===== src/rtl/xfer_irq_hub.sv =====
module xfer_irq_hub #(
  parameter int NEVT  = 10,
  parameter int NLINE = 3,
  parameter int DW    = 32
) (
  input  logic            clk,
  input  logic            rst_n,
  input  logic [NEVT-1:0] evt_i,
  input  logic            bus_sel,
  input  logic            bus_we,
  input  logic [DW-1:0]   bus_wdata,
  output logic [DW-1:0]   bus_rdata,
  output logic [NLINE-1:0] irq_o
);
  localparam int NAUD = NEVT - 2;
  localparam logic [DW-1:0] UNUSED = 32'h0000_FCFC;

  logic [NEVT-1:0] pend, en, act, wflag, wen;
  logic            wr;

  assign wr    = bus_sel & bus_we;
  assign wflag = {bus_wdata[16+NAUD-1:16], bus_wdata[1:0]};
  assign wen   = {bus_wdata[24+NAUD-1:24], bus_wdata[9:8]};
  assign act   = pend & en;

  always_ff @(posedge clk) begin
    if (!rst_n) begin
      pend  <= '0;
      en    <= '0;
      irq_o <= '0;
    end else begin
      pend  <= evt_i | (pend & (wr ? wflag : {NEVT{1'b1}}));
      if (wr) en <= wen;
      irq_o[0] <= act[1];
      irq_o[1] <= act[0] | act[2] | act[4] | act[6] | act[8];
      irq_o[2] <= act[3] | act[5] | act[7] | act[9];
    end
  end

  assign bus_rdata = {en[NEVT-1:2], pend[NEVT-1:2], 6'b0, en[1:0], 6'b0, pend[1:0]};

  AST_RESET_CLEAN: assert property (@(posedge clk)
    !rst_n |=> (bus_rdata == '0 && irq_o == '0));
  AST_EVENT_LATCH: assert property (@(posedge clk) disable iff (!rst_n)
    (|evt_i) |=> ((pend & $past(evt_i)) == $past(evt_i)));
  AST_NO_WRITE_SET: assert property (@(posedge clk) disable iff (!rst_n)
    $past(rst_n) |-> ((pend & ~$past(pend) & ~$past(evt_i)) == '0));
  AST_CLEAR_ZERO: assert property (@(posedge clk) disable iff (!rst_n)
    wr |=> ((pend & ~$past(wflag) & ~$past(evt_i)) == '0));
  AST_EN_HOLD: assert property (@(posedge clk) disable iff (!rst_n)
    !wr |=> $stable(en));
  AST_UNUSED_ZERO: assert property (@(posedge clk) disable iff (!rst_n)
    (bus_rdata & UNUSED) == '0);
  AST_QUIET_LINES: assert property (@(posedge clk) disable iff (!rst_n)
    (act == '0) |=> (irq_o == '0));
  AST_LINE0_SRC: assert property (@(posedge clk) disable iff (!rst_n)
    !act[1] |=> !irq_o[0]);
endmodule


===== config.mk =====
export PLATFORM = sky130hd
export DESIGN_NAME = xfer_irq_hub
export DESIGN_NICKNAME = d
export VERILOG_FILES = /design/src/rtl/xfer_irq_hub.sv
export SDC_FILE = /design/constraint.sdc
export NUM_CORES = 1
export LEC_CHECK = 0
export BUFFER_PORTS_ARGS = -buffer_cell sky130_fd_sc_hd__buf_2
export CAP_MARGIN = 5
export CORE_ASPECT_RATIO = 1.5
export CORE_UTILIZATION = 35
export CTS_BUF_LIST = sky130_fd_sc_hd__clkbuf_8 sky130_fd_sc_hd__clkbuf_16
export CTS_CLUSTER_SIZE = 30
export DETAILED_ROUTE_END_ITERATION = 8
export GPL_TIMING_DRIVEN = 0
export PLACE_DENSITY = 0.74
export SLEW_MARGIN = 15
export SYNTH_ARGS = -nofsm -noshare
export SYNTH_HDL_FRONTEND = slang
export SYNTH_SLANG_ARGS = --single-unit

===== constraint.sdc =====
create_clock -name clk -period 1.3 [get_ports clk]
set_clock_uncertainty 0.2 [all_clocks]
set_input_delay 0.325 -clock clk [delete_from_list [all_inputs] [get_ports clk]]
set_output_delay 0.325 -clock clk [all_outputs]
set_load 0.1 [all_outputs]

==> summary by stage <==
Run status
The run finished, with violations left. The final reports fail on negative setup slack.

Critical path
Of all nets on the critical path, the largest fanout is 2. The nature of the critical path endpoint is a primary output. The reg-to-reg endpoint is irq_o[1]$_SDFF_PN0_. Data on the critical path is required at its endpoint by 0.77 ns. The classification of the worst setup path is reg -> out.

The delay of the slowest critical-path stage is roughly 0.38 ns. The arrival time of data at the critical path endpoint is around 0.81 ns. Among cell families on the critical path, the largest total delay comes from flip-flops. The slack of the worst reg-to-reg path is 0.05 ns. Together, buffers and inverters on the worst path number 1. The critical path goes through buf_12. The launching element type of the critical path is a flip-flop. The worst register-to-register path begins at en[2]$_SDFFE_PN0P_.

For this design, the slowest cell found on the critical path is sky130_fd_sc_hd__dfxtp_4. The number of cell instances on the worst register-to-register path is 3.

Yosys
The synthesized netlist occupies a cell area of about 950 sq um. The number of different library cells used by synthesis comes to 14. For this run, the register share of the synthesized area comes to 0.4842. The flip-flop and latch count after synthesis is 23. The count of warnings emitted by yosys is 0.

Counting every instance in the synthesized netlist gives 100. The mean post-synth cell area is 9.509 sq um.

Worst hold path
The origin of the worst min-delay path is evt_i[9]. The path class of the tightest hold or removal check is in -> reg. The hold-critical path endpoint is pend[9]$_SDFF_PN0_. The worst hold path cell count is 2.

Timing
The routed design could run at a clock period as short as ~1.3 ns. Across all hold checks on the routed design, the worst slack comes to between 0.06 and 0.07 ns. The number of max-slew violations in the final report is 0. The setup-violating endpoint count in the final report is 22. Of the available clock period, the critical path in the final layout requires 1.029. Setup repair after global routing could not meet its margin everywhere. Timing would allow up to ~750 MHz. The final hold violation count is 0. The least setup slack across all paths after layout is -0.03807 ns.

Final layout
The total non-filler cell area in the finished layout is 1894 sq um. The utilization after layout is 0.7562. The net count of the finished layout is 235.

In the final layout, the share of cells above drive strength 1 is 0.6117. The repair_antennas step left the layout with diodes totalling 0. The area growth from synthesis to layout is 99.21%.

Clock tree
For the worst-skew pair, the clock arrives at the later sink with an insertion delay of ~0.26 ns. After clock tree synthesis, the clock-pin slew on the worst setup and hold paths is approximately 0.080 ns. TritonCTS created 3 clock buffers. After clock tree synthesis, the flow added hold-fix buffers numbering 0. CTS built an H-tree with a depth of 1. The clock tree from TritonCTS is done. CTS placed an instance of sky130_fd_sc_hd__clkbuf_8 at the clock tree root.

The clock passes through at most 2 buffers. The clock sink count is 23.

Power and ir drop
The total power divided by cell area is around 1100 nW/um^2. VDD sags by at most between 0.7 and 0.8 mV. The analysis attributes to cell leakage a power of around 0.88 nW. The overall power after layout is around 2.1 mW.

Floorplan
The floorplan has 22 rows. The floorplan step defined a die boundary enclosing between 2000 and 3000 sq um. The core region is around 2500 sq um. The effective utilization at floorplan is 0.3796. The height of the die is 65.84 um. The boundary pin count is just over 80.

The horizontal extent of the die is ~45 um.

Placement
The congestion estimate from routability-driven global placement came to 0.7027. The port buffer count is 56. The HPWL reported at the end of detailed placement is about 1800 um. At the placement stage, the worst setup path has a slack of 0.002590 ns. The instance area at placement is 1346 sq um.

Route
The post-detailed-route wirelength per cell is about 15 um. The routed via count is 1,032. For this block, the initial DRC count from the detailed router was 37. For this run, design rule violations remaining after detail routing come to 0. The wire length reported by the detailed router is 3352 um. The post-detailed-route via-to-cell ratio is about 4.6.

The final antenna-violating net count is 0. Before antenna repair, the detailed router went through 4 iterations.

Global route
The first global-routing pass estimated approximately 5200 um of wire. The via count of the first global-routing pass was between 1,000 and 1,500. The number of antenna violations at the first check in global routing was 0. Entering global routing, the biggest net connects 13 pins. The total overflow left after global routing is 0.

The total routing usage reported by global routing is 0.2471.

Job
The total of max-cap violations is 0.
-- state kept, by name (all words and copies together), names as in the netlist --
name	count
en	10
irq_o	3
pend	10
-- Yosys cell counts (all sizes together) --
cell / count / share of area
a21boi: 12 / 0.095
a22oi: 3 / 0.024
and2: 1 / 0.0066
conb: 1 / 0.0039
nand2: 21 / 0.083
clkbuf: 1 / 0.0039
buf: 16 / 0.12
dfxtp: 23 / 0.48
and3: 1 / 0.0066
o21a: 20 / 0.16
a222oi: 1 / 0.011
-- metrics by stage --
step	TNS, ns	instances
2_1_floorplan	0	111
3_3_place_gp	0	203
3_5_place_dp	0	203
4_1_cts	-0.4192	224
5_1_grt	-1.096	224
6_report	-0.4337	224
-- routing by layer --
metal	wire (um)	part of all wire	track usage	vias to the layer above
met5	0	0	0	-
met4	104	0.031	0.1288	0
met3	180	0.054	0.03825	12
met2	1956	0.58	0.4761	53
met1	1110	0.33	0.2373	475
li1	-	-	-	492
-- layout make-up --
type                            count  area [sq um]
Sequential cell                    23         519.2
Fill cell                         146         610.6
Clock inverter                      1         3.754
Clock buffer                        3         41.29
Timing Repair Buffer               73         753.2
Buffer                             17         122.6
Multi-Input combinational cell     71         409.1
Tap cell                           36         45.04
-- placed cells by master (no fill, tap or decap) --
cell and n:
sky130_fd_sc_hd__a21boi_0 5, sky130_fd_sc_hd__a21boi_1 7, sky130_fd_sc_hd__a222oi_1 1, sky130_fd_sc_hd__a22oi_1 3, sky130_fd_sc_hd__and2_1 1, sky130_fd_sc_hd__and3_1 1, sky130_fd_sc_hd__buf_12 23, sky130_fd_sc_hd__buf_2 35
sky130_fd_sc_hd__buf_4 30, sky130_fd_sc_hd__buf_6 1, sky130_fd_sc_hd__clkbuf_1 1, sky130_fd_sc_hd__clkbuf_8 3, sky130_fd_sc_hd__conb_1 12, sky130_fd_sc_hd__dfxtp_2 11, sky130_fd_sc_hd__dfxtp_4 12, sky130_fd_sc_hd__inv_1 1
sky130_fd_sc_hd__nand2_1 21, sky130_fd_sc_hd__o21a_1 20
-- what timing repair did --
item / in CTS / in global routing
pin swaps: 0 / 1
resized for setup: 99 / 6
cloned: 0 / 0
setup buffers: 17 / 0
endpoints found under the setup margin: 23 / 24
-- cells by family (layout without fill, tap and decap cells) --
logic type	after synthesis	after routing	synth area share
AND/OR/NAND/NOR	23	23	0.09607
buffers and inverters	17	94	0.1289
other	1	12	0.003944
flip-flops	23	23	0.4842
AO/OA/AOI/OAI	36	36	0.2868
-- where the power goes --
group	total [mW]	leakage, nW	switching (mW)	internal, mW
registers	0.786	0.201	0.0465	0.740
logic	0.849	0.649	0.553	0.296
clock network	0.427	0.0269	0.216	0.210
-- worst max path at each step --
stage | from | to | slack, ns | depth (start not counted)
after detailed placement | bus_sel | pend[5]$_SDFF_PN0_ | 0.003 | 5
after CTS | en[4]$_SDFFE_PN0P_ | bus_rdata[26] | -0.03 | 1
after global routing | pend[7]$_SDFF_PN0_ | bus_rdata[21] | -0.06 | 1
after floorplan | pend[4]$_SDFF_PN0_ | irq_o[1]$_SDFF_PN0_ | 0.02 | 2
final | pend[7]$_SDFF_PN0_ | bus_rdata[21] | -0.04 | 1
after global placement | pend[8]$_SDFF_PN0_ | bus_rdata[22] | 0.03 | 1
Power figures use the tool's default switching activity.
